--- src/rtl/wm_arb_pkg.sv ---
package wm_arb_pkg;
  typedef enum logic {
    DIR_RD = 1'b0,
    DIR_WR = 1'b1
  } bus_dir_e;
endpackage

--- src/rtl/wm_wbuf.sv ---
module wm_wbuf #(
  parameter int DATA_W = 8,
  parameter int DEPTH  = 8,
  parameter int CNT_W  = $clog2(DEPTH + 1)
) (
  input  logic              clk_i,
  input  logic              rst_ni,
  input  logic              push_i,
  input  logic [DATA_W-1:0] din_i,
  input  logic              pop_i,
  output logic [DATA_W-1:0] dout_o,
  output logic [CNT_W-1:0]  cnt_o,
  output logic              full_o,
  output logic              empty_o
);
  localparam int PTR_W = (DEPTH > 1) ? $clog2(DEPTH) : 1;

  logic [DATA_W-1:0] mem_q [DEPTH];
  logic [PTR_W-1:0]  wp_q, rp_q;
  logic [CNT_W-1:0]  cnt_q;

  function automatic logic [PTR_W-1:0] ptr_inc(input logic [PTR_W-1:0] p);
    return (p == PTR_W'(DEPTH - 1)) ? '0 : p + 1'b1;
  endfunction

  always_ff @(posedge clk_i or negedge rst_ni) begin
    if (!rst_ni) begin
      wp_q  <= '0;
      rp_q  <= '0;
      cnt_q <= '0;
    end else begin
      if (push_i) wp_q <= ptr_inc(wp_q);
      if (pop_i)  rp_q <= ptr_inc(rp_q);
      case ({push_i, pop_i})
        2'b10:   cnt_q <= cnt_q + 1'b1;
        2'b01:   cnt_q <= cnt_q - 1'b1;
        default: cnt_q <= cnt_q;
      endcase
    end
  end

  always_ff @(posedge clk_i) begin
    if (push_i) mem_q[wp_q] <= din_i;
  end

  assign dout_o  = mem_q[rp_q];
  assign cnt_o   = cnt_q;
  assign full_o  = (cnt_q == CNT_W'(DEPTH));
  assign empty_o = (cnt_q == '0);
endmodule

--- src/rtl/wm_drain_ctl.sv ---
module wm_drain_ctl #(
  parameter int CNT_W = 4,
  parameter int HI_WM = 6,
  parameter int LO_WM = 2
) (
  input  logic             clk_i,
  input  logic             rst_ni,
  input  logic [CNT_W-1:0] cnt_i,
  input  logic             rd_pend_i,
  output logic             want_wr_o,
  output logic             drain_o
);
  logic drain_q, drain_eff;

  // hysteresis: enter at HI, leave once fill is back at LO
  assign drain_eff = drain_q ? (cnt_i > CNT_W'(LO_WM)) : (cnt_i >= CNT_W'(HI_WM));

  always_ff @(posedge clk_i or negedge rst_ni) begin
    if (!rst_ni) drain_q <= 1'b0;
    else         drain_q <= drain_eff;
  end

  assign want_wr_o = drain_eff || (!rd_pend_i && (cnt_i != '0));
  assign drain_o   = drain_eff;
endmodule

--- src/rtl/wm_turn_ctl.sv ---
module wm_turn_ctl
  import wm_arb_pkg::*;
#(
  parameter int TURN_CYC = 3
) (
  input  logic     clk_i,
  input  logic     rst_ni,
  input  logic     pend_i,
  input  bus_dir_e want_dir_i,
  output bus_dir_e dir_o,
  output logic     go_o
);
  localparam int TURN_W = (TURN_CYC < 1) ? 1 : $clog2(TURN_CYC + 1);

  bus_dir_e          dir_q;
  logic [TURN_W-1:0] turn_q;

  // once a reversal starts it runs to completion
  always_ff @(posedge clk_i or negedge rst_ni) begin
    if (!rst_ni) begin
      dir_q  <= DIR_RD;
      turn_q <= '0;
    end else if (turn_q != '0) begin
      turn_q <= turn_q - 1'b1;
    end else if (pend_i && (want_dir_i != dir_q)) begin
      dir_q  <= want_dir_i;
      turn_q <= TURN_W'(TURN_CYC);
    end
  end

  assign dir_o = dir_q;
  assign go_o  = pend_i && (turn_q == '0) && (want_dir_i == dir_q);
endmodule

--- src/rtl/wm_drain_arb.sv ---
module wm_drain_arb
  import wm_arb_pkg::*;
#(
  parameter int DATA_W     = 8,
  parameter int WBUF_DEPTH = 8,
  parameter int HI_WM      = 6,
  parameter int LO_WM      = 2,
  parameter int TURN_CYC   = 3
) (
  input  logic              clk_i,
  input  logic              rst_ni,
  input  logic              rd_valid_i,
  output logic              rd_ready_o,
  input  logic [DATA_W-1:0] rd_data_i,
  input  logic              wr_valid_i,
  output logic              wr_ready_o,
  input  logic [DATA_W-1:0] wr_data_i,
  output logic              cmd_valid_o,
  input  logic              cmd_ready_i,
  output logic              cmd_is_wr_o,
  output logic [DATA_W-1:0] cmd_data_o
);
  localparam int CNT_W = $clog2(WBUF_DEPTH + 1);

  logic              push, pop, full, empty, want_wr, drain, pend, go;
  logic [CNT_W-1:0]  wcnt;
  logic [DATA_W-1:0] wdata;
  bus_dir_e          dir, want_dir;

  wm_wbuf #(
    .DATA_W(DATA_W),
    .DEPTH (WBUF_DEPTH),
    .CNT_W (CNT_W)
  ) u_wbuf (
    .clk_i  (clk_i),
    .rst_ni (rst_ni),
    .push_i (push),
    .din_i  (wr_data_i),
    .pop_i  (pop),
    .dout_o (wdata),
    .cnt_o  (wcnt),
    .full_o (full),
    .empty_o(empty)
  );

  wm_drain_ctl #(
    .CNT_W(CNT_W),
    .HI_WM(HI_WM),
    .LO_WM(LO_WM)
  ) u_drain (
    .clk_i    (clk_i),
    .rst_ni   (rst_ni),
    .cnt_i    (wcnt),
    .rd_pend_i(rd_valid_i),
    .want_wr_o(want_wr),
    .drain_o  (drain)
  );

  assign pend     = rd_valid_i || !empty;
  assign want_dir = want_wr ? DIR_WR : DIR_RD;

  wm_turn_ctl #(
    .TURN_CYC(TURN_CYC)
  ) u_turn (
    .clk_i     (clk_i),
    .rst_ni    (rst_ni),
    .pend_i    (pend),
    .want_dir_i(want_dir),
    .dir_o     (dir),
    .go_o      (go)
  );

  assign wr_ready_o  = !full;
  assign push        = wr_valid_i && !full;
  assign cmd_valid_o = go && ((dir == DIR_WR) ? !empty : rd_valid_i);
  assign cmd_is_wr_o = (dir == DIR_WR);
  assign cmd_data_o  = (dir == DIR_WR) ? wdata : rd_data_i;
  assign pop         = cmd_valid_o && cmd_ready_i && (dir == DIR_WR);
  assign rd_ready_o  = cmd_valid_o && cmd_ready_i && (dir == DIR_RD);
endmodule

--- config.mk ---
export PLATFORM = sky130hd
export DESIGN_NAME = wm_drain_arb
export DESIGN_NICKNAME = d
export VERILOG_FILES = /design/src/rtl/wm_arb_pkg.sv /design/src/rtl/wm_wbuf.sv /design/src/rtl/wm_drain_ctl.sv /design/src/rtl/wm_turn_ctl.sv /design/src/rtl/wm_drain_arb.sv
export SDC_FILE = /design/constraint.sdc
export NUM_CORES = 1
export LEC_CHECK = 0
export ABC_CLOCK_PERIOD_IN_PS = 3850
export BUFFER_PORTS_ARGS = -buffer_cell sky130_fd_sc_hd__buf_4
export CORE_MARGIN = 2
export CORE_UTILIZATION = 45
export CTS_CLUSTER_DIAMETER = 50
export DETAILED_ROUTE_END_ITERATION = 16
export PLACE_DENSITY = 0.65
export SETUP_SLACK_MARGIN = 0.5
export SLEW_MARGIN = 10
export SYNTH_ARGS = -nofsm -noshare
export SYNTH_HDL_FRONTEND = slang
export SYNTH_HIERARCHICAL = 1
export SYNTH_SLANG_ARGS = --single-unit
--- constraint.sdc ---
create_clock -name clk_i -period 3.85 [get_ports clk_i]
set_input_delay 0.1925 -clock clk_i [delete_from_list [all_inputs] [get_ports clk_i]]
set_output_delay 0.1925 -clock clk_i [all_outputs]
set_load 0.01 [all_outputs]
## Word level (Yosys, flattened, before mapping)

Memories as Yosys holds them, arrays and structs flattened.
Index checks and enable logic that the tools add are counted.

- $add $sub $neg: 5
- Multipliers: 0
- Divide/modulo/power cells: 0
- Magnitude comparators: 2
- Eq/ne operators: 7
- Shifts and indexed selects: 0
- Multiplexer cells: 11
- Bitwise logic cells: 2
- Reduce and logical (&&, ||, !) cells: 21

Operator list:

| kind | number |
|---|---|
| $logic_and 1x1->1 | 9 |
| $mux 8 | 1 |
| $pmux 4 s2 | 1 |
| $add 3x1->3 const B | 2 |
| $eq 3x3->1 const B | 2 |
| $mux 3 | 2 |
| $reduce_bool 2->1 | 3 |
| $mux 1 | 5 |
| $add 4x1->4 const B | 1 |
| $eq 4x4->1 const B | 1 |
| $ge 4x3->1 const B | 1 |
| $gt 4x2->1 const B | 1 |
| $logic_not 4->1 | 1 |
| $mux 2 | 2 |
| $reduce_bool 4->1 | 1 |
| $sub 4x1->4 const B | 1 |
| $logic_not 1->1 | 3 |
| $eq 2x1->1 const B | 1 |
| $eq 2x2->1 const B | 1 |
| $logic_not 2->1 | 1 |
| $logic_or 1x1->1 | 2 |
| $not 1->1 | 2 |
| $reduce_and 2->1 | 1 |
| $sub 2x1->2 const B | 1 |
| other kinds (2) | 2 |

- Bits in registers: 14
- Latch bits: 0
- Memory bits (writable): 64
- ROM bits: 0
- Input bits: 21
- Output and inout port bits: 12
- Logic and storage cells: 55
- Memories: 1

Memory list:

| memory | words | width | read ports | clocked after memory_dff | wr ports | RTL line | RTL |
|---|---|---|---|---|---|---|---|
| u_wbuf.mem_q | 8 | 8 | 1 | 0 | 1 | wm_wbuf.sv:18 | `logic [DATA_W-1:0] mem_q [DEPTH];` |

## Logic depth before layout (Yosys ltp)

Gate-level depths: netlist of the first run.

- Depth in word-level cells: 11
- Gate-level depth with buffers: 14
- Mapped depth without buffers: 14

## Modules after synthesis

The synthesis of the first run kept the hierarchy.

By module, submodules not included:

| module | instances | cells an instance | area an instance (sq um) | sequential area each (sq um) |
|---|---|---|---|---|
| wm_wbuf | 1 | 151 | 3074.2 | 2172.1 |
| wm_drain_arb | 1 | 17 | 177.7 | 0.0 |
| wm_turn_ctl | 1 | 16 | 175.2 | 75.1 |
| wm_drain_ctl | 1 | 11 | 82.6 | 25.0 |

## Least setup slack after synthesis of the first run

No wires, ideal clock.

- Path type: flip-flop to flip-flop
- Start point: register u_wbuf.cnt_q[1] (netlist: u_wbuf/cnt_o[1])
- End point: register u_wbuf.cnt_q[2] (netlist: u_wbuf/cnt_o[2])
- Setup time: 0.130 ns
- Arrival time: 2.654 ns
- Required time: 3.720 ns
- Path slack: 1.066 ns
- Cell stages (with the launch flop): 15
- Path buffers: 0
- Period minus slack after synthesis: 2.784 ns
- Path through: dfrtp_1 -> nor2_1 -> o21ai_0 -> a31o_2 -> xnor2_1 -> and3_2 -> nand2_1 -> nor3b_2 -> ha_1 -> xor2_1 -> ha_1 -> a21oi_1 -> xor2_1 -> nor2_1 -> xor2_1

- Longest elaborated chain between the ends: 11
- Elaborated cells on any way between the ends: 26
- Classes of those cells: add/sub: 2; order compare: 2; eq/ne: 4; mux: 4; reduce/logical: 14

Ends and longest elaborated chain:

| item | RTL line | RTL |
|---|---|---|
| start: declaration | wm_wbuf.sv:20 | `logic [CNT_W-1:0] cnt_q;` |
| start signal: assignment | wm_wbuf.sv:35 | `2'b10: cnt_q <= cnt_q + 1'b1;` |
| start signal: assignment | wm_wbuf.sv:36 | `2'b01: cnt_q <= cnt_q - 1'b1;` |
| start signal: assignment | wm_wbuf.sv:37 | `default: cnt_q <= cnt_q;` |
| $ge 4x3->1, or another cell as far along | wm_drain_ctl.sv:16 | `assign drain_eff = drain_q ? (cnt_i > CNT_W'(LO_WM)) : (cnt_i >= CNT_W'(HI_WM));` |
| $mux 1 or $logic_and 1x1->1 (tied branches) | wm_drain_ctl.sv:16, wm_drain_ctl.sv:23 |  |
| $logic_or 1x1->1 * | wm_drain_ctl.sv:23 | `assign want_wr_o = drain_eff \|\| (!rd_pend_i && (cnt_i != '0));` |
| $mux 1 * | wm_drain_arb.sv:60 | `assign want_dir = want_wr ? DIR_WR : DIR_RD;` |
| via want_dir | wm_drain_arb.sv:28 | `bus_dir_e dir, want_dir;` |
| $eq 1x1->1 * | wm_turn_ctl.sv:32 | `assign go_o = pend_i && (turn_q == '0) && (want_dir_i == dir_q);` |
| $logic_and 1x1->1 * | wm_turn_ctl.sv:32 |  |
| via go | wm_drain_arb.sv:25 | `logic push, pop, full, empty, want_wr, drain, pend, go;` |
| $logic_and 1x1->1 * | wm_drain_arb.sv:75 | `assign cmd_valid_o = go && ((dir == DIR_WR) ? !empty : rd_valid_i);` |
| $logic_and 1x1->1 * (2 in series) | wm_drain_arb.sv:78 | `assign pop = cmd_valid_o && cmd_ready_i && (dir == DIR_WR);` |
| via pop | wm_drain_arb.sv:25 |  |
| $eq 2x1->1 or $eq 2x2->1 (tied branches) | wm_wbuf.sv:34 | `case ({push_i, pop_i})` |
| $pmux 4 s2 or $reduce_bool 2->1 (tied branches) | - |  |

The timed path passes the listed nets; every way through them passes the cells marked *.
A chain may end at the register's enable or synchronous reset.

## Final worst setup path of the first run

Ends and elaborated chain as after synthesis.

==> results of run 1 <==
metrics by stage:
stage / instances / utilization / hold slack (ps) / instance area, µm²
2_1_floorplan: 195 / - / -103 / 3510
3_3_place_gp: 327 / 0.504 / 61.6 / 3850
3_5_place_dp: 327 / 0.504 / 60.0 / 3850
4_1_cts: 344 / 0.528 / 67.7 / 4040
5_1_grt: 344 / 0.528 / 66.6 / 4040
6_report: 344 / 0.528 / 77.5 / 4040
synth_stat cells (all sizes together) (2+ instances only):
library cell / n / area, µm²
xnor2: 2 / 17.5
mux4: 16 / 390
nand2: 8 / 30.0
nor3: 2 / 10.0
a21oi: 2 / 10.0
edfxtp: 64 / 1920
inv: 7 / 26.3
o21ai: 4 / 23.8
mux2i: 2 / 20.0
mux2: 22 / 300
nor2b: 4 / 25.0
nand2b: 4 / 25.0
nor2: 11 / 41.3
dfrtp: 14 / 350
buf: 4 / 47.5
xor2: 4 / 35.0
nand3b: 2 / 15.0
clkbuf: 2 / 7.51
nor3b: 2 / 20.0
ha: 9 / 113
metal layers:
layer / up-vias / routed length, µm
met1: 916 / 2900
met5: - / 0
met4: 0 / 101
li1: 852 / -
met2: 38 / 2730
met3: 10 / 182
final timing paths:
kind / endpoint / slack (ps) / cells after the start
max: u_wbuf/cnt_o[2]$_DFFE_PN0P_ / 770 / 14
min: u_wbuf/mem_q[2][1]$_DFFE_PP_ / 80 / 1
max reg2reg: u_wbuf/cnt_o[2]$_DFFE_PN0P_ / 770 / 14
min reg2reg: u_wbuf/wp_q[0]$_DFFE_PN0P_ / 560 / 2
max in group asynchronous: u_wbuf/wp_q[1]$_DFFE_PN0P_ / 3440 / 2
min in group asynchronous: u_wbuf/cnt_o[3]$_DFFE_PN0P_ / 240 / 2
kinds of logic (layout without fill, tap and decap cells):
logic type               count (synthesis)  count (layout)
XOR/XNOR                                 6               6
multiplexers                            40              40
AO/OA/AOI/OAI                           12              12
buffers and inverters                   13              60
adder cells (fa/ha/maj)                  9               9
AND/OR/NAND/NOR                         37              37
flip-flops                              78              78
power by group through the flow:
| stage | combinational, W | clock (W) | sequential [W] |
|---|---|---|---|
| after floorplan | 0.000904 | 0 | 0.00120 |
| after global placement | 0.00112 | 0 | 0.00128 |
| after detailed placement | 0.00113 | 0 | 0.00129 |
| after CTS | 0.00114 | 0.000549 | 0.00127 |
| after global routing | 0.00124 | 0.000588 | 0.00129 |
| final | 0.00112 | 0.000533 | 0.00126 |
state kept, by name, indices dropped and copies added, names as in the netlist:
signal / count
u_drain/drain_q: 1
u_turn/dir_o: 1
u_turn/turn_q: 2
u_wbuf/cnt_o: 4
u_wbuf/mem_q: 64
u_wbuf/rp_q: 3
u_wbuf/wp_q: 3
layout make-up:
class	instances	area, µm²
clock inverters	7	50.0
multi-input cells	104	1160
fillers	636	3610
well taps	102	128
flip-flops and latches	78	2270
clock buffers	9	124
repair buffers	37	280
inverters	7	26.3
==> run summary, run 1 <==
The tools report the combinational share of power as 0.383. The count of buffer and inverter cells on the critical path came out at 0. The fraction of met1 tracks used by global routing came out at 0.215. The run gives 0 as the number of pins with negative max-slew slack in the final report. For the fmax, the log shows 325 MHz. The share of cells above drive strength 1 came out at 0.351. The port buffer count is 32. For the clock network fraction of design power, the log shows 0.183. Shortest period the worst path allows: 3080 ps. The area fraction in compound gates after synthesis is 0.0242, and the final setup violation count is 0. Dominant combinational cell family by area after synthesis: multiplexers. After the last flow step, the layout net total stands at 267. The region available for standard cell placement spans 0.00765 mm².

The global-route track usage on met2 came out at 0.231. Proportion of synthesized area in mux cells: 0.202. The post-route worst setup slack came out at 773 ps. The tools report the die area as 0.00852 mm². The critical path's slowest cell is dfrtp_1.

HPWL reported at the end of detailed placement: 3.71 mm. The worst-case IR drop observed on VDD is 0.270 mV. In this run the count of I/O pins placed on the die edge is 33.

The cell area after synthesis is 0.00351 mm². Launch instance of the worst min-delay path: wr_data_i[1]. In this run the static leakage power is 1.53 nW. The post-synthesis share of cell area spent on and, or, nand and nor gates is 0.0556, and the overall power of the completed layout is 0.00291 W. The initial cell density of the core was 0.459; the reported max-cap violation count was 0.

The first-pass GRT wire length is 9.43 mm. The number of gates resized after CTS was 0. The via count of the first global-routing pass was 1,771; the overall die height was 92.3 µm.

The pin count of the biggest net entering global routing is 19. TritonCTS built the clock tree. Counting every net in the synthesized netlist gives 225. STA puts the critical path data arrival time at 3300 ps. The sequential group share of total power is 0.434, and the delay of the slowest cell on the worst path is 500 ps. The insertion delay to the later sink of the worst-skew pair came out at 340 ps. For the total number of clock tree sinks, the log shows 78. Dividing the detail-routed via count by the number of cells gives 5.28. Summed over all nets, the switching power comes to 0.000924 W.

For the pin with the worst max-slew slack, the measured transition is 942 ps. In this run the critical register-to-register path is launched from u_wbuf/cnt_o[1]$_DFFE_PN0P_. Path type of the worst setup path: reg2reg. The run gives 1 as the count of hold buffers inserted by post-cts repair.

For the final number of hold-violating endpoints, the log shows 0. Setup repair after global routing left no endpoint under its margin. For the worst setup path, the data required time is 4070 ps. The tools report the number of remaining DRC errors as 0. The logs give 0.00199 W for the cell-internal power and 9 for the number of buffers added by the clock tree synthesis step.

Once detail routing completed, the nets flagged for antenna violations numbered 0. Most common cell after layout, fill and taps aside: edfxtp_1. Yosys mapped the design onto 36 distinct sky130hd cell types. Power spread over the standard cell area amounts to 722 mW/mm².

The number of antenna diodes in the final layout is 0. met2 is the most crowded layer. The start point of the critical path was u_wbuf/cnt_o[1]$_DFFE_PN0P_. The post-route fraction of the period consumed by the critical path is 0.799. Leaving out fill and tap cells, the most frequent cells in the layout are edfxtp_1 (64), buf_4 (36), mux2_4 (14), dfrtp_1 (14), nor2_1 (11). The worst setup path is launched from a flop. Counting flops with a built-in enable in the synthesized netlist gives 64.

The detailed router finished its first iteration with 111 violations. The total wire length after detailed routing was 5.92 mm; the count of mapped cells out of synthesis was 195. The die width was 92.3 µm. The worst hold path belongs to the class in2reg. Clock skew on the completed layout was measured at 7.04 ps. The tools report the post-placement worst setup slack as 773 ps.

The detailed-route wire length per cell works out to 17.2 µm. The run finished with clean final reports. The run gives 0.151 as the global routing usage summed across all routing layers. CTS built an H-tree with a depth of 3.

The number of storage elements in the synthesis netlist is 78, and the sequential cell area fraction in the yosys report is 0.647. The mean area per synthesized cell works out to 18.0 µm². Counting stages on the worst path, the most repeated cell is xor2_1.

The tools report the library cell used as clock root buffer as clkbuf_8. The met3 track demand over resource in global routing is 0.0285. For this block, the via count after detailed routing is 1,816.

The tools report the number of warnings reported in the yosys synthesis log as 6. For the final estimated routing congestion in global placement, the log shows 0.748. Initial antenna violation count: 0. The adder and majority gate portion of the synthesized area was 0.0321; the area growth from synthesis to layout was 15.0%. The initialized floorplan defines 32 standard-cell rows.

The maximum count of clock buffers along a single path is 2, and the total negative slack for setup checks is 0 ps. Post-CTS timing repair inserted 0 buffers for setup. The share of the synthesized netlist area taken by xor and xnor gates was 0.0150. The switching share of total power came out at 0.317.

The top fanout value on the critical path is 11, and the iteration count of the initial detailed-routing pass is 4. Traced cell by cell, the critical path runs through nor2_1 > o21ai_0 > a31o_2 > xnor2_1 > and3_2 > nand2_1 > nor3b_2 > ha_1 > xor2_1 > ha_1 > a21oi_1 > xor2_1 > nor2_1 > xor2_1. Commonest register cell after synthesis: edfxtp_1. The clock slew at the register clock pins of the worst setup and hold paths came out at 80 ps. The worst setup path is captured at a flop. In this design, the largest share of critical-path delay is due to simple AND/OR/NAND/NOR gates. After global routing the overflow that remains totals 0.

Remaining max-slew budget at the tightest pin: 0.369. The share of async-settable or async-resettable flops after synthesis was 0.179.
No activity file was read; power rests on OpenSTA's default activity.
==> run 2: changes to the inputs <==
--- a/config.mk
+++ b/config.mk
@@ -5,7 +5,8 @@
 export SDC_FILE = /design/constraint.sdc
 export NUM_CORES = 1
 export LEC_CHECK = 0
-export ABC_CLOCK_PERIOD_IN_PS = 3850
+export ABC_AREA = 1
+export ABC_CLOCK_PERIOD_IN_PS = 3000
 export BUFFER_PORTS_ARGS = -buffer_cell sky130_fd_sc_hd__buf_4
 export CORE_MARGIN = 2
 export CORE_UTILIZATION = 45
==> constraint.sdc (replaced) <==
create_clock -name clk_i -period 3 [get_ports clk_i]
set_input_delay 0.15 -clock clk_i [delete_from_list [all_inputs] [get_ports clk_i]]
set_output_delay 0.15 -clock clk_i [all_outputs]
set_load 0.01 [all_outputs]
==> run summary, run 2 <==
Number of storage elements in the synthesis netlist: 78. The remaining max-slew budget at the tightest pin came out at 0.533. In the layout the commonest cells are nand2_1 (84), edfxtp_1 (64), buf_4 (51). The post-synthesis net count came out at 367. By startpoint and endpoint, the worst setup path is classified as reg2reg.

The logs give 3 for the CTS H-tree depth and 0 for the final number of hold-violating endpoints. The shortest period the worst path allows is 2350 ps. The first-pass GRT wire length is 11.3 mm, and the total number of clock tree sinks is 78. For the required time of the worst setup path, the log shows 3240 ps. Entering global routing, the biggest net connects 35 pins.

Setup repair after global routing could not meet its margin everywhere. The number of antenna cells inserted came out at 0. The final net count came out at 420. Across the VDD grid, the largest voltage drop is 0.462 mV. The share of cells above drive strength 1 was 0.239. For the worst-skew pair, the clock arrives at the later sink with an insertion delay of 340 ps. I/O pin total: 33.

For this run, the leading register cell type out of synthesis is edfxtp_1. The number of flip-flops under the largest register name was 64. The flow ran to the end, and the final reports show no timing, DRC or antenna violations. Clock-pin slew was measured on the worst setup and hold paths at 80 ps. The transition at the pin with the smallest max-transition slack is 700 ps.

Yosys printed 6 warnings. The tools report the clock skew as 10.5 ps. The kind of start point of the critical path was a flop. TritonCTS built the clock tree. The logs give 0.00350 mm² for the cell area after synthesis and 0.460 for the initial cell density of the core.

Measured along the x axis, the die boundary spans 92.1 µm. In this run the vertical extent of the chip is 92.1 µm. The run gives 0 as the initial antenna violation count. After technology mapping, the gate count stands at 337. The number of nets still failing antenna checks after routing is 0, and the port buffer count is 32. The top fanout value on the critical path came out at 6. Ranked by instance count, the synthesized netlist is headed by nand2_1 (88), edfxtp_1 (64), nor2_1 (48). Routability-driven placement finished with a final weighted congestion of 0.771.

After the first detailed-routing iteration, the DRC count stood at 206. Type of the tightest min-delay check: in2reg. Area share of the largest cell type after synthesis: 0.550. In the final routed layout, each cell accounts on average for 14.8 µm. The via total after detailed routing is 2,553, and the number of pins with negative max-slew slack in the final report is 0. The tools report the kind of capture point of the worst setup path as a flop. The sequential cell area fraction in the yosys report is 0.650. More flip-flops sit in one register than any other, and that register is u_wbuf/mem_q. The via count of the first global-routing pass was 2,382. Global routing finished with a remaining overflow of 0. The most common cell after layout, fill and taps aside was nand2_1. The region available for standard cell placement spans 0.00761 mm². The run gives 32 as the total number of placement rows.

Among all cell types in the netlist, the one instantiated most often is nand2_1. For the final setup violation count, the log shows 0. The tools report the library cell used as clock root buffer as clkbuf_8. The total wire length after detailed routing was 7.34 mm. Mean area per synthesized cell: 10.4 µm². Detailed placement finished with a half-perimeter wire length of 4.63 mm. In this run the critical register-to-register path is launched from u_wbuf/cnt_o[3]$_DFFE_PN0P_.

No sink is reached through more buffers than the 2 on the longest clock path. Summed over all cells, the static leakage comes to 1.71 nW. The fmax was 426 MHz. The most critical setup path has its startpoint at u_wbuf/cnt_o[3]$_DFFE_PN0P_.

Excluding fillers, the count of instances in the completed layout stands at 496. The global routing usage summed across all routing layers is 0.178. The run gives 26 as the number of different library cells in the post-synthesis netlist.

The floorplan step defined a die boundary enclosing 0.00849 mm². Before antenna repair, the detailed router went through 5 iterations. Sorting the synthesized cells by area gives the leading types as edfxtp_1 (55%), dfrtp_1 (10%), nand2_1 (9.4%). The share of async-settable or async-resettable flops after synthesis works out to 0.179. After detailed placement, the design holds a cell count of 471.

The layout has 668 filler cells. Number of buffers added by the clock tree synthesis step: 9. The total negative slack for setup checks was 0 ps. Areal power density over the cells: 939 mW/mm². Cell type with the highest aggregate area in the netlist: edfxtp_1. The synthesized design contains 64 enable-type register cells.

The reported max-cap violation count was 0; the vias per cell was 5.15. Data on the critical path arrives at its endpoint at 2580 ps. The post-route fraction of the period consumed by the critical path came out at 0.782. The area growth from synthesis to layout works out to 19.4%. The worst hold path begins at wr_data_i[2]. Hold is met by 33.4 ps. After detailed routing, the number of remaining DRC violations is 0.
==> run 2: changes by cell type after synthesis, moves of 12 or more <==
| cell | change |
|---|---|
| mux2_4 | -14 |
| o22ai_1 | +17 |
| inv_1 | +12 |
| nor2_1 | +37 |
| nand2_1 | +80 |
| o21ai_1 | +31 |
==> run 2: final timing paths <==
check                      cells past startpoint  slack (ps)                            to
max in group asynchronous                      2        2620   u_wbuf/cnt_o[0]$_DFFE_PN0P_
hold / removal                                 1          30  u_wbuf/mem_q[0][2]$_DFFE_PP_
setup / recovery                              15         650   u_wbuf/cnt_o[3]$_DFFE_PN0P_
hold reg to reg                                2         510  u_turn/turn_q[1]$_DFFE_PN0P_
min in group asynchronous                      2         190   u_wbuf/cnt_o[3]$_DFFE_PN0P_
setup reg to reg                              15         650   u_wbuf/cnt_o[3]$_DFFE_PN0P_
==> run 2: routing by layer <==
| metal | up-vias | part of all wire | track usage |
|---|---|---|---|
| li1 | 1257 | - | - |
| met1 | 1204 | 0.44 | 0.221 |
| met4 | 0 | 0.010 | 0.0697 |
| met5 | - | 0 | 0 |
| met2 | 86 | 0.49 | 0.299 |
| met3 | 6 | 0.055 | 0.0452 |
==> run 2: final cells by class <==
class | count | area, µm² | share of cell area
clock buffer | 10 | 128 | 0.0306
clock inverter | 5 | 37.5 | 0.00899
inverter | 24 | 90.1 | 0.0216
multi-input combinational | 225 | 1120 | 0.269
sequential | 78 | 2280 | 0.546
tap | 102 | 128 | 0.0306
timing repair buffer | 52 | 393 | 0.0941
==> run 2: cells by family (layout without fill, tap and decap cells) <==
logic type	Yosys count	count (layout)	share of synthesized area
flops	78	78	0.650
buf+inv	34	91	0.0422
compound gates	60	60	0.0927
fa+ha+maj	9	9	0.0322
xor+xnor	2	2	0.00501
simple gates	154	154	0.178
==> run 2: through the flow <==
stage	power, W	setup slack [ps]	area, µm²	utilization
final	0.00392	655	4170	0.549
after global routing	0.00421	473	4170	0.549
after CTS	0.00380	517	4060	0.534
after detailed placement	0.00314	510	3880	0.510
after global placement	0.00310	646	3880	0.510
after floorplan	0.00265	527	3500	-
==> run 2: report_power, final <==
group	internal (W)	switching (W)	total [W]	leakage, nW
combinational	0.000658	0.000993	0.00165	0.888
sequential	0.00140	0.000207	0.00161	0.742
clock	0.000297	0.000362	0.000659	0.0783
==> run 2: timing repair <==
item	in CTS	in global routing
pin swaps	0	11
hold buffers	1	0
gates resized for setup	2	17
cloned	0	0
endpoints found under the setup margin	1	3
endpoints found under the hold margin	14	0
setup buffers	0	9
==> run 2: worst max-delay path, cell delays in order, from the launching register on <==
cell and delay, ps:
dfrtp_2 460, buf_4 160, nor4_4 310, nand2_2 110, nand2_1 90, a21oi_2 40, nand4_2 80, nor2_2 60
ha_2 210, nand2_2 70, inv_2 40, buf_4 120, o21ai_0 200, nand3_1 110, nand3_1 110, nand2_1 60
==> run 3: changes to the inputs <==
--- a/config.mk
+++ b/config.mk
@@ -6,7 +6,7 @@
 export NUM_CORES = 1
 export LEC_CHECK = 0
 export ABC_AREA = 1
-export ABC_CLOCK_PERIOD_IN_PS = 3000
+export ABC_CLOCK_PERIOD_IN_PS = 2300
 export BUFFER_PORTS_ARGS = -buffer_cell sky130_fd_sc_hd__buf_4
 export CORE_MARGIN = 2
 export CORE_UTILIZATION = 45
==> constraint.sdc (replaced) <==
create_clock -name clk_i -period 2.3 [get_ports clk_i]
set_input_delay 0.115 -clock clk_i [delete_from_list [all_inputs] [get_ports clk_i]]
set_output_delay 0.115 -clock clk_i [all_outputs]
set_load 0.01 [all_outputs]
==> run summary, run 3 (synthesis gave the netlist of run 2 again) <==
Max-cap violations in this run came to 0. The maximum count of clock buffers along a single path was 2; the initial detailed-routing violation count was 203. The insertion delay to the later sink of the worst-skew pair is 350 ps. The required time of the worst setup path was 2540 ps; the post-placement worst setup slack was 57.6 ps. The initialized floorplan defines 32 standard-cell rows. After detailed routing, the met2 layer carries 5.02 mm of wire. The arrival time at the worst endpoint was 2620 ps. The tree is rooted in a clkbuf_8.

Internal power comes to 0.00421 W. The clock arrives with 12.8 ps of skew. The remaining max-slew budget at the tightest pin was 0.679.

Setup repair after global routing could not meet its margin everywhere. The run gives 9.84 mm as the total wire length after detailed routing. The tools report the HPWL reported at the end of detailed placement as 4.91 mm. The tools report the leakage dissipation as 2.10 nW. Once detail routing completed, the nets flagged for antenna violations numbered 0. VDD sags by at most 0.516 mV.

The first global-routing pass estimated 14.1 mm of wire. After routing the design area is 0.00512 mm². The vias per cell works out to 5.28.

At the end of the flow, the number of nets in the layout was 471. The run gives 3 as the CTS H-tree depth. The switching share of total power was 0.401. The highest layer touched by signal routing is met4. The die width was 92.1 µm. For this run, the top clock speed supported by timing is 419 MHz. The run gives 9 as the number of buffers added by the clock tree synthesis step. For the pin with the worst max-slew slack, the measured transition is 482 ps.

The run finished, with violations left. Across all layers, the routed design uses 2,895 vias. The sequential group share of total power was 0.292. The worst setup path is launched from a flop.

Of all nets on the critical path, the largest fanout is 4. The detailed-route wire length per cell was 17.9 µm. The die is 92.1 µm tall.

Fraction of the core area covered by cells at the end of the flow: 0.673. The number of pins with negative max-slew slack in the final report came out at 0. The post-route fraction of the period consumed by the critical path works out to 1.04. The worst setup path is of the reg2reg kind. The number of antenna cells inserted is 0.

STA classifies the critical path endpoint as a flop. The routed length on met3 was 560 µm; the number of flip-flops under the largest register name was 64. Register containing the most flip-flops in the final layout: u_wbuf/mem_q. The filler cells instantiated in the layout total 534. The combinational share of power is 0.581, and the total number of clock tree sinks is 78. TritonCTS built the clock tree. For the clock network fraction of design power, the log shows 0.127. The area after detailed placement was 0.00399 mm²; the initial cell density of the core was 0.460. The tools report the area of the core as 0.00761 mm².

Subtracting the final worst setup slack from the clock period gives 2390 ps. The via count of the first global-routing pass was 2,780. The total overflow left after global routing is 0. The initial antenna violation count came out at 0. The area growth from synthesis to layout works out to 46.4%. The final reports fail on negative setup slack. The I/O pin total was 33; the share of cells above drive strength 1 was 0.428.

After detailed routing, the number of remaining DRC violations is 0. The clock slew at the register clock pins of the worst setup and hold paths works out to 90 ps. The tightest min-delay check is of the in2reg type. The met1 wire length was 4.06 mm; the switching power total was 0.00282 W. The run gives 5 as the iteration count of the initial detailed-routing pass. The most common cell after layout, fill and taps aside was nand2_1. Leaving out fill and tap cells, the most frequent cells in the layout are nand2_1 (72), buf_4 (64), edfxtp_1 (64). The die area was 0.00849 mm².

At the end of routability-driven placement, the weighted congestion stood at 0.753. The global routing usage summed across all routing layers was 0.225. The port buffer count works out to 32. Entering global routing, the biggest net connects 15 pins.

In this run the power density over the cells is 1370 mW/mm². The final number of hold-violating endpoints is 0, and the final setup violation count is 3. For the post-route worst setup slack, the log shows -88.0 ps.
## run 3: changes by cell type in the layout (fill, tap and decap cells not counted), moves of 7 or more
cell     before  now
buf_6         0   22
nor2_1       45   29
buf_4        51   64
nor2_4        0   13
nand2_1      84   72
nand2_2       7   17
o21ai_1      31   21
o22ai_1      17    7
o22ai_2       0   10
o21ai_2       0    7
## run 3: critical path, cell delays in order, from the launching register on
cell and delay, ps:
dfrtp_1 440, buf_4 160, nor4_2 290, buf_4 170, nand2_2 90, nand2_2 110, a21oi_4 50, nand4_4 90
nor2_4 60, ha_4 170, nor2_2 110, nor2_2 60, ha_2 170, a21oi_2 120, nand3_1 80, nand2_1 60
o22ai_1 60
## run 3: area by class of cell
type / instances / area, µm² / share of cell area
clock buffer: 10 / 128 / 0.0249
tap: 102 / 128 / 0.0249
timing repair inverter: 2 / 15.0 / 0.00293
clock inverter: 6 / 37.5 / 0.00733
sequential: 78 / 2270 / 0.444
multi-input combinational: 225 / 1440 / 0.282
inverter: 24 / 105 / 0.0205
timing repair buffer: 101 / 988 / 0.193
## run 3: what timing repair did
| action | CTS | global route |
|---|---|---|
| gates cloned | 6 | 0 |
| endpoints found under the setup margin | 14 | 84 |
| gates resized for setup | 69 | 58 |
| hold buffers | 5 | 1 |
| endpoints found under the hold margin | 42 | 2 |
| buffers inserted | 34 | 5 |
| pin swaps | 50 | 36 |
## run 3: path summary, 6_finish.rpt
check	slack, ps	to	start	cells after the start
max	-90	u_wbuf/cnt_o[2]$_DFFE_PN0P_	u_wbuf/cnt_o[0]$_DFFE_PN0P_	16
min	10	u_wbuf/mem_q[5][1]$_DFFE_PP_	wr_data_i[1]	1
max reg2reg	-90	u_wbuf/cnt_o[2]$_DFFE_PN0P_	u_wbuf/cnt_o[0]$_DFFE_PN0P_	16
min reg2reg	520	u_turn/turn_q[0]$_DFFE_PN0P_	u_turn/turn_q[0]$_DFFE_PN0P_	2
max in group asynchronous	1970	u_wbuf/rp_q[1]$_DFFE_PN0P_	rst_ni	2
min in group asynchronous	140	u_drain/drain_q$_DFF_PN0_	rst_ni	2
## run 3: per-layer routing
layer  track usage  up-vias
li1              -     1368
met1         0.280     1400
met2         0.386      109
met3        0.0419       18
met4        0.0908        0
met5             0        -
## run 3: power by group through the flow
stage / sequential [W] / combinational [W] / clock (W)
4_1_cts: 0.00203 / 0.00345 / 0.000893
5_1_grt: 0.00208 / 0.00438 / 0.000965
3_5_place_dp: 0.00204 / 0.00221 / 0
3_3_place_gp: 0.00203 / 0.00217 / 0
6_report: 0.00205 / 0.00409 / 0.000894
2_1_floorplan: 0.00201 / 0.00147 / 0
## run 3: stage by stage
step / instances / total power (W) / hold slack, ps / setup TNS [ps]
after floorplan: 337 / 0.00348 / -181 / 0
after global placement: 481 / 0.00421 / -21.8 / 0
after detailed placement: 481 / 0.00425 / -21.4 / 0
after CTS: 542 / 0.00637 / 0.463 / 0
after global routing: 548 / 0.00742 / 5.08 / -737
final: 548 / 0.00703 / 14.2 / -202
